==> src/rtl/extirq_pkg.sv <==
package extirq_pkg;

  localparam int ADDR_W = 3;

  typedef enum logic [ADDR_W-1:0] {
    RA_KIND  = 3'd0,
    RA_EPOL  = 3'd1,
    RA_LPOL  = 3'd2,
    RA_ENSET = 3'd3,
    RA_ENCLR = 3'd4,
    RA_ENMSK = 3'd5,
    RA_STAT  = 3'd6,
    RA_ACK   = 3'd7
  } reg_addr_e;

  // transition of the synchronised sample in the chosen direction
  function automatic logic edge_event(input logic cur, input logic prev,
                                      input logic rising);
    return rising ? (cur & ~prev) : (~cur & prev);
  endfunction

  // input matches the selected active level
  function automatic logic level_active(input logic cur, input logic hi);
    return ~(cur ^ hi);
  endfunction

  // next pending value for one line
  function automatic logic next_pending(input logic is_level, input logic cur_pend,
                                        input logic ack, input logic hit,
                                        input logic lvl);
    if (is_level) return lvl;
    return hit | (cur_pend & ~ack);
  endfunction

endpackage

==> src/rtl/extirq_sync.sv <==
module extirq_sync #(
  parameter int WIDTH  = 8,
  parameter int STAGES = 2
) (
  input  logic             clk,
  input  logic             rst_n,
  input  logic [WIDTH-1:0] async_in,
  output logic [WIDTH-1:0] sync_out
);
  logic [STAGES-1:0][WIDTH-1:0] chain;

  genvar s;
  generate
    for (s = 0; s < STAGES; s++) begin : g_stage
      if (s == 0) begin : g_first
        always_ff @(posedge clk or negedge rst_n)
          if (!rst_n) chain[0] <= '0;
          else        chain[0] <= async_in;
      end else begin : g_next
        always_ff @(posedge clk or negedge rst_n)
          if (!rst_n) chain[s] <= '0;
          else        chain[s] <= chain[s-1];
      end
    end
  endgenerate

  assign sync_out = chain[STAGES-1];
endmodule

==> src/rtl/extirq_detect.sv <==
module extirq_detect
  import extirq_pkg::*;
#(
  parameter int WIDTH = 8
) (
  input  logic             clk,
  input  logic             rst_n,
  input  logic [WIDTH-1:0] sync_in,
  input  logic [WIDTH-1:0] trig_kind,
  input  logic [WIDTH-1:0] edge_rise,
  input  logic [WIDTH-1:0] lvl_high,
  input  logic [WIDTH-1:0] ack_stb,
  output logic [WIDTH-1:0] edge_hit,
  output logic [WIDTH-1:0] lvl_act,
  output logic [WIDTH-1:0] pend_q
);
  logic [WIDTH-1:0] prev_q;

  always_ff @(posedge clk or negedge rst_n)
    if (!rst_n) prev_q <= '0;
    else        prev_q <= sync_in;

  genvar i;
  generate
    for (i = 0; i < WIDTH; i++) begin : g_line
      assign edge_hit[i] = edge_event(sync_in[i], prev_q[i], edge_rise[i]);
      assign lvl_act[i]  = level_active(sync_in[i], lvl_high[i]);

      always_ff @(posedge clk or negedge rst_n)
        if (!rst_n) pend_q[i] <= 1'b0;
        else pend_q[i] <= next_pending(trig_kind[i], pend_q[i], ack_stb[i],
                                       edge_hit[i], lvl_act[i]);
    end
  endgenerate
endmodule

==> src/rtl/extirq_regs.sv <==
module extirq_regs
  import extirq_pkg::*;
#(
  parameter int WIDTH  = 8,
  parameter int DATA_W = 32
) (
  input  logic              clk,
  input  logic              rst_n,
  input  logic              reg_wr,
  input  logic [ADDR_W-1:0] reg_addr,
  input  logic [DATA_W-1:0] reg_wdata,
  input  logic [WIDTH-1:0]  pend_q,
  output logic [WIDTH-1:0]  trig_q,
  output logic [WIDTH-1:0]  epol_q,
  output logic [WIDTH-1:0]  lpol_q,
  output logic [WIDTH-1:0]  en_q,
  output logic [WIDTH-1:0]  ack_stb,
  output logic [DATA_W-1:0] reg_rdata
);
  logic [WIDTH-1:0] wbits;
  logic             wr_kind, wr_epol, wr_lpol, wr_set, wr_clr, wr_ack;

  assign wbits   = reg_wdata[WIDTH-1:0];
  assign wr_kind = reg_wr && (reg_addr == RA_KIND);
  assign wr_epol = reg_wr && (reg_addr == RA_EPOL);
  assign wr_lpol = reg_wr && (reg_addr == RA_LPOL);
  assign wr_set  = reg_wr && (reg_addr == RA_ENSET);
  assign wr_clr  = reg_wr && (reg_addr == RA_ENCLR);
  assign wr_ack  = reg_wr && (reg_addr == RA_ACK);
  assign ack_stb = wr_ack ? wbits : '0;

  always_ff @(posedge clk or negedge rst_n)
    if (!rst_n) begin
      trig_q <= '0;
      epol_q <= '0;
      lpol_q <= '0;
      en_q   <= '0;
    end else begin
      if (wr_kind) trig_q <= wbits;
      if (wr_epol) epol_q <= wbits;
      if (wr_lpol) lpol_q <= wbits;
      if (wr_set)  en_q   <= en_q | wbits;
      else if (wr_clr) en_q <= en_q & ~wbits;
    end

  always_comb begin
    reg_rdata = '0;
    unique case (reg_addr)
      RA_KIND:  reg_rdata = DATA_W'(trig_q);
      RA_EPOL:  reg_rdata = DATA_W'(epol_q);
      RA_LPOL:  reg_rdata = DATA_W'(lpol_q);
      RA_ENMSK: reg_rdata = DATA_W'(en_q);
      RA_STAT:  reg_rdata = DATA_W'(pend_q);
      default:  reg_rdata = '0;
    endcase
  end
endmodule

==> src/rtl/extirq_ctrl.sv <==
module extirq_ctrl
  import extirq_pkg::*;
#(
  parameter int NUM_LINES   = 8,
  parameter int DATA_W      = 32,
  parameter int SYNC_STAGES = 2
) (
  input  logic                 clk,
  input  logic                 rst_n,
  input  logic                 reg_wr,
  input  logic [ADDR_W-1:0]    reg_addr,
  input  logic [DATA_W-1:0]    reg_wdata,
  output logic [DATA_W-1:0]    reg_rdata,
  input  logic [NUM_LINES-1:0] ext_in,
  output logic                 irq_out
);
  logic [NUM_LINES-1:0] sync_v, trig_q, epol_q, lpol_q, en_q, ack_stb;
  logic [NUM_LINES-1:0] edge_hit, lvl_act, pend_q, live_req;

  extirq_sync #(.WIDTH(NUM_LINES), .STAGES(SYNC_STAGES)) u_sync (
    .clk(clk), .rst_n(rst_n), .async_in(ext_in), .sync_out(sync_v));

  extirq_detect #(.WIDTH(NUM_LINES)) u_det (
    .clk(clk), .rst_n(rst_n), .sync_in(sync_v), .trig_kind(trig_q),
    .edge_rise(epol_q), .lvl_high(lpol_q), .ack_stb(ack_stb),
    .edge_hit(edge_hit), .lvl_act(lvl_act), .pend_q(pend_q));

  extirq_regs #(.WIDTH(NUM_LINES), .DATA_W(DATA_W)) u_regs (
    .clk(clk), .rst_n(rst_n), .reg_wr(reg_wr), .reg_addr(reg_addr),
    .reg_wdata(reg_wdata), .pend_q(pend_q), .trig_q(trig_q),
    .epol_q(epol_q), .lpol_q(lpol_q), .en_q(en_q), .ack_stb(ack_stb),
    .reg_rdata(reg_rdata));

  assign live_req = pend_q & en_q;
  assign irq_out  = |live_req;
endmodule

==> config.mk <==
export PLATFORM = sky130hd
export DESIGN_NAME = extirq_ctrl
export DESIGN_NICKNAME = d
export VERILOG_FILES = /design/src/rtl/extirq_pkg.sv /design/src/rtl/extirq_sync.sv /design/src/rtl/extirq_detect.sv /design/src/rtl/extirq_regs.sv /design/src/rtl/extirq_ctrl.sv
export SDC_FILE = /design/constraint.sdc
export NUM_CORES = 1
export LEC_CHECK = 0
export BUFFER_PORTS_ARGS = -buffer_cell sky130_fd_sc_hd__buf_2
export CAP_MARGIN = 10
export CORE_MARGIN = 3
export CORE_UTILIZATION = 40
export CTS_CLUSTER_SIZE = 14
export DETAILED_ROUTE_END_ITERATION = 16
export PLACE_DENSITY = 0.7
export SYNTH_ARGS = -nofsm -noshare
export SYNTH_HDL_FRONTEND = slang
export SYNTH_SLANG_ARGS = --single-unit
==> constraint.sdc <==
create_clock -name clk -period 1.7 [get_ports clk]
set_clock_uncertainty 0.2 [all_clocks]
set_input_delay 0 -clock clk [delete_from_list [all_inputs] [get_ports clk]]
set_output_delay 0 -clock clk [all_outputs]
set_load 0.01 [all_outputs]
==> results_dict.tcl, run 1 <==
set metrics [dict create \
    swShare_pct 28.2 \
    cp-end-kind "output port" \
    antenna_found_initial 0 \
    slowest_delay_ps 410 \
    synth-xor-area-share_pct 2.30 \
    synth.ff_latch_count 64 \
    dieArea_um2 8700 \
    final_util_pct 50.7 \
    vias 2133 \
    final_cell_count_no_fill 433 \
    peakVddDrop_mv 0.839 \
    wl_per_cell_um 14.4 \
    required_ps 1500 \
    core_um2 7330 \
    wirelength_um 6230 \
    cts.clk_slew.worst_paths_ps 60 \
    synthDistinctLibCells 35 \
    cp_cell_sequence "mux2_4 -> a22o_1 -> a221o_1 -> buf_2" \
    final_common_cell "dfrtp_1" \
    drt_pass1_iterations 5 \
    diodes 0 \
    power_frac_clock_pct 27.0 \
    synth_adder_area_share_pct 0 \
    critPathKind "flop to output port" \
    pwr-share-seq_pct 52.2 \
    yosys.area_share.simple_pct 8.74 \
    layout.nets 378 \
    final_cell_mix "dfrtp_1 (64), buf_2 (30), o21ai_0 (24), mux2_2 (24), conb_1 (24)" \
    avgSynthCellArea_um2 11.7 \
    num_io_pins 79 \
    cts_made_buffers 9 \
    hold_viol 0 \
    grt_util_all_layers_pct 15.3 \
    clockRootBuffer "clkbuf_8" \
    synth_area_leaders "dfrtp_1 (53%), mux2_2 (9.6%), buf_4 (6.2%)" \
    maxCapViolations 0 \
    grt_pass1_vias 2021 \
    yosysTopAreaCellShare_pct 52.5 \
    fin_crit_sh_pct 105 \
    rows 31 \
    fp.dieW_um 93.3 \
    place_hpwl_um 4370 \
    outcome "complete, but fails checks" \
    gp_congestion 0.803 \
    cp_top_family "compound AO/OA/AOI/OAI gates" \
    power.switching_mw 1.07 \
    cts_tree "built" \
    worst_slack_ps -90.8 \
    cts_buffer_depth 2 \
    die_height_um 93.3 \
    tightestPinTransition_ps 505 \
    drc 0 \
    path_buf_inv 1 \
    synth_top_family_by_area "compound AO/OA/AOI/OAI gates" \
    synth-compound-area-share_pct 15.1 \
    p_leak_nw 1.69 \
    clock_latency_ps 330 \
    h-tree-depth 3 \
    max_freq_mhz 558 \
    failed_checks "negative setup slack" \
    start_kind "flop" \
    fin_setup_tns_ps -172 \
    pwr-share-comb_pct 20.7 \
    yosysSeqAreaShare_pct 52.5 \
    slew_violations 0 \
    syn2layout_area_growth_pct 21.9 \
    min_period_ps 1790 \
    ys_warn_count 0 \
    initial_core_util_pct 41.6 \
    slew_headroom_pct 66.3 \
    p_int_mw 2.71 \
    viasPerCell 4.93 \
    crit_fanout 4 \
    powerDensity_nw_per_um2 1020 \
    place_inst 395 \
    crit_arrival_ps 1590 \
    crit_path_top_delay_cell "dfrtp_1" \
    synth_mux_area_share_pct 12.6 \
    synthCells 261 \
    cts_num_sinks 64 \
    min_path_type "input pin to flop" \
    grt_max_degree 24 \
    grt_pass1_wl_um 10200 \
    rsz0062_at_grt "yes" \
    grt_overflow_total 0 \
    synthesis.area_um2 3050 \
    drt_iter0_drc 139 \
    ant_nets 0 \
    power_mw 3.78 \
    setup_violations 2 \
    io_buffer_count 30 \
    drive_gt1_share_pct 26.9 \
    synth_top_area_cell "dfrtp_1" \
]
routing by layer:
layer / track usage [%] / vias up / share of wire, %
li1: - / 1027 / -
met1: 21.5 / 1041 / 49
met2: 22.3 / 58 / 46
met3: 5.07 / 7 / 4.4
met4: 5.13 / 0 / 1.1
met5: 0 / - / 0
Yosys cell counts (all sizes together):
library cell  number
xor2               8
nand4              1
o21ai             24
dfrtp             64
a22o               2
conb               1
a22oi              4
or3b               1
nand2b             9
nand2             10
nor2               3
clkbuf             5
and3               1
a221o              5
and4               1
inv                9
buf               29
a2bb2oi            4
nor2b              1
mux2              26
mux2i              9
and2               2
a21oi              8
or2                1
nor3b              2
o31a               8
nand3b             8
a21boi             8
o22ai              2
and3b              2
o2bb2ai            3
kinds of logic (layout without fill, tap and decap cells):
logic type,count (synthesis),after routing
multiplexers,35,35
other,1,24
AND/OR/NAND/NOR,42,42
flip-flops,64,64
buffers and inverters,43,93
AO/OA/AOI/OAI,68,68
XOR/XNOR,8,8
worst min-delay path: cells and delay by family:
family	cells	cell delay [ps]
AOI/OAI and AO/OA	2	150
and+or+nand+nor	1	290
buffers and inverters	1	130
worst paths after layout:
check                                 start                 end  slack [ps]  depth (start not counted)
hold / removal                       reg_wr                flop          80                          4
min in group asynchronous             rst_n     u_sync.chain[3]         500                          3
max in group asynchronous             rst_n     u_det.pend_q[4]         300                          4
hold reg to reg             u_sync.chain[1]  u_sync.sync_out[1]         150                          0
setup reg to reg           u_regs.epol_q[0]     u_det.pend_q[0]         370                          5
setup / recovery           u_regs.trig_q[2]        reg_rdata[2]         -90                          4
timing repair:
action | 4_1_cts | 5_1_grt
hold buffers | 21 | 0
pin swaps | 1 | 1
resized for setup | 1 | 1
endpoints found under the setup margin | 2 | 2
endpoints found under the hold margin | 112 | 0
buffers inserted | 2 | 2
power by group through the flow:
stage / clock [mW] / combinational, mW / sequential [mW]
floorplan: 0 / 0.554 / 1.93
global placement: 0 / 0.683 / 1.99
finish: 1.02 / 0.784 / 1.97
detailed placement: 0 / 0.706 / 2.00
CTS: 1.05 / 0.773 / 1.97
global route: 1.12 / 0.872 / 2.01
through the flow:
| step | cell area, um^2 | setup WS [ps] | hold slack [ps] |
|---|---|---|---|
| final | 3710 | -90.8 | 80.5 |
| after global routing | 3710 | -169 | 86.9 |
| after CTS | 3700 | -117 | 61.6 |
| after detailed placement | 3330 | 113 | -203 |
| after global placement | 3330 | 132 | -202 |
| after floorplan | 3130 | 261 | -496 |
area by class of cell:
class	count	area, um^2
clock buffers	11	131
clock inverters	2	10.0
fillers	644	3620
inverters	9	33.8
multi-input cells	177	1280
flip-flops and latches	64	1600
well taps	99	124
repair buffers	71	536
Power figures use the tool's default switching activity.
==> inputs of run 2 (changes only) <==
--- a/config.mk
+++ b/config.mk
@@ -12,6 +12,7 @@
 export CTS_CLUSTER_SIZE = 14
 export DETAILED_ROUTE_END_ITERATION = 16
 export PLACE_DENSITY = 0.7
+export REMOVE_ABC_BUFFERS = 1
 export SYNTH_ARGS = -nofsm -noshare
 export SYNTH_HDL_FRONTEND = slang
 export SYNTH_SLANG_ARGS = --single-unit
==> run 2 against run 1 <==
  * The flow finishes with violations (negative hold slack, negative setup slack)
  * Combinational power rose by 0.9%
  * Critical path depth did not move
  * Sequential share of layout area fell by 1.1 points
  * Final area rose by 2.6%
  * Clock power rose by 58%
  * Core utilization rose by 1.3 points
  * Clock-buffer cell count did not move
  * Largest power group unchanged
==> results_dict.tcl, run 2 (synthesis results as in run 1) <==
set metrics [dict create \
    viasPerCell 4.92 \
    cts_buffer_depth 2 \
    path_buf_inv 1 \
    clockRootBuffer "clkbuf_8" \
    fp.dieW_um 93.3 \
    min_path_type "input pin to async pin" \
    diodes 0 \
    peakVddDrop_mv 0.584 \
    cts_made_buffers 9 \
    crit_path_top_delay_cell "dfrtp_1" \
    worst_slack_ps -101 \
    cts.clk_slew.worst_paths_ps 70 \
    initial_core_util_pct 41.6 \
    place_hpwl_um 4260 \
    wirelength_um 6260 \
    rows 31 \
    setup_violations 2 \
    maxCapViolations 0 \
    io_buffer_count 30 \
    clock_latency_ps 340 \
    critPathKind "flop to output port" \
    final_util_pct 52.0 \
    wl_per_cell_um 14.4 \
    final_cell_mix "dfrtp_1 (64), buf_2 (30), o21ai_0 (24), mux2_2 (24), conb_1 (24)" \
    num_io_pins 79 \
    antenna_found_initial 0 \
    p_int_mw 3.27 \
    failed_checks "negative hold slack, negative setup slack" \
    grt_pass1_wl_um 10300 \
    cp-end-kind "output port" \
    post-route-cell-area_um2 3810 \
    max_freq_mhz 555 \
    crit_fanout 2 \
    hold_ws_ps -14.5 \
    outcome "complete, but fails checks" \
    pwr-share-comb_pct 18.1 \
    syn2layout_area_growth_pct 25.0 \
    p_leak_nw 1.74 \
    gp_congestion 0.805 \
    slew_violations 0 \
    drc 0 \
    power.switching_mw 1.10 \
    dieArea_um2 8700 \
    grt_max_degree 65 \
    layout.nets 378 \
    cts_tree "built" \
    powerDensity_nw_per_um2 1150 \
    crit_arrival_ps 1600 \
    final_common_cell "dfrtp_1" \
    slowest_delay_ps 390 \
    core_um2 7330 \
    ant_nets 0 \
    vias 2147 \
    cp_top_family "compound AO/OA/AOI/OAI gates" \
    fin_crit_sh_pct 106 \
    die_height_um 93.3 \
    power_frac_clock_pct 36.9 \
    cts_num_sinks 64 \
    postPlaceCellArea_um2 3310 \
    drt_pass1_iterations 4 \
    cp_cell_sequence "mux2_4 -> a22o_1 -> a221o_1 -> buf_2" \
    pwr-share-seq_pct 45.0 \
    drive_gt1_share_pct 28.8 \
    required_ps 1500 \
    drt_iter0_drc 82 \
    grt_util_all_layers_pct 15.7 \
    min_period_ps 1800 \
    grt_overflow_total 0 \
    hold_viol 18 \
    swShare_pct 25.2 \
    rsz0062_at_grt "yes" \
    start_kind "flop" \
    h-tree-depth 3 \
    grt_pass1_vias 2114 \
]
[run 2: changes by cell type in the layout (fill, tap and decap cells not counted)]
cell / previous run / this run
clkinvlp_4: 0 / 1
clkbuf_1: 2 / 0
buf_4: 18 / 21
bufinv_16: 0 / 3
clkinv_2: 2 / 1
buf_12: 2 / 1
clkbuf_8: 9 / 11
dlygate4sd3_1: 21 / 19
[run 2: path summary, 6_finish.rpt]
path                                        from  slack [ps]  depth (start not counted)                  to
worst min register to register   u_sync.chain[6]         150                          0  u_sync.sync_out[6]
worst max register to register  u_regs.trig_q[2]         440                          3     u_det.pend_q[2]
worst min-delay path                       rst_n         -10                          3     u_det.prev_q[2]
min in group clk                     reg_addr[2]         -10                          3                flop
max in group asynchronous                  rst_n        1030                          3    u_regs.lpol_q[5]
worst max-delay path            u_regs.trig_q[0]        -100                          4        reg_rdata[0]
[run 2: per-stage QoR]
stage	instances	setup TNS [ps]	power (mW)	hold WS [ps]	setup slack, ps
6_report	436	-191	4.37	-14.5	-101
5_1_grt	436	-298	4.63	-2.93	-158
4_1_cts	432	-616	4.41	7.19	-142
3_5_place_dp	395	0	2.70	-159	133
3_3_place_gp	395	0	2.67	-156	169
2_1_floorplan	250	0	2.43	-496	339
[run 2: what timing repair did]
| item | CTS | global route |
|---|---|---|
| endpoints found under the hold margin | 112 | 3 |
| buffers inserted | 3 | 3 |
| pin swaps | 2 | 0 |
| setup endpoints to repair | 2 | 13 |
| gates resized for setup | 2 | 0 |
| cloned | 0 | 0 |
| hold buffers | 18 | 2 |
[run 2: worst register-to-register path: cells and delay by family, from the launching register on]
kind                   cells  cell delay, ps
AOI/OAI and AO/OA          1             290
buffers and inverters      2             270
DFF                        1             400
[run 2: metal layers]
layer  up-vias  part of all wire (%)  track usage, %  routed length [um]
met2        51                    47            25.3                2950
met3        11                   4.3            4.34                 268
li1       1034                     -               -                   -
met5         -                     0               0                   0
met4         0                   2.3            7.69                 143
met1      1051                    46            19.5                2890
[run 2: layout make-up]
class,count,area [um^2]
Multi-Input combinational cell,177,1280
Timing Repair Buffer,71,518
Clock inverter,5,103
Inverter,9,33.8
Clock buffer,11,151
Fill cell,645,3520
Sequential cell,64,1600
Tap cell,99,124
[run 2: power groups by stage]
| stage | clock network [mW] | registers (mW) | logic, mW |
|---|---|---|---|
| after floorplan | 0 | 1.93 | 0.495 |
| after global placement | 0 | 1.99 | 0.680 |
| after detailed placement | 0 | 2.00 | 0.701 |
| after CTS | 1.66 | 1.97 | 0.774 |
| after global routing | 1.73 | 2.00 | 0.888 |
| final | 1.61 | 1.97 | 0.791 |
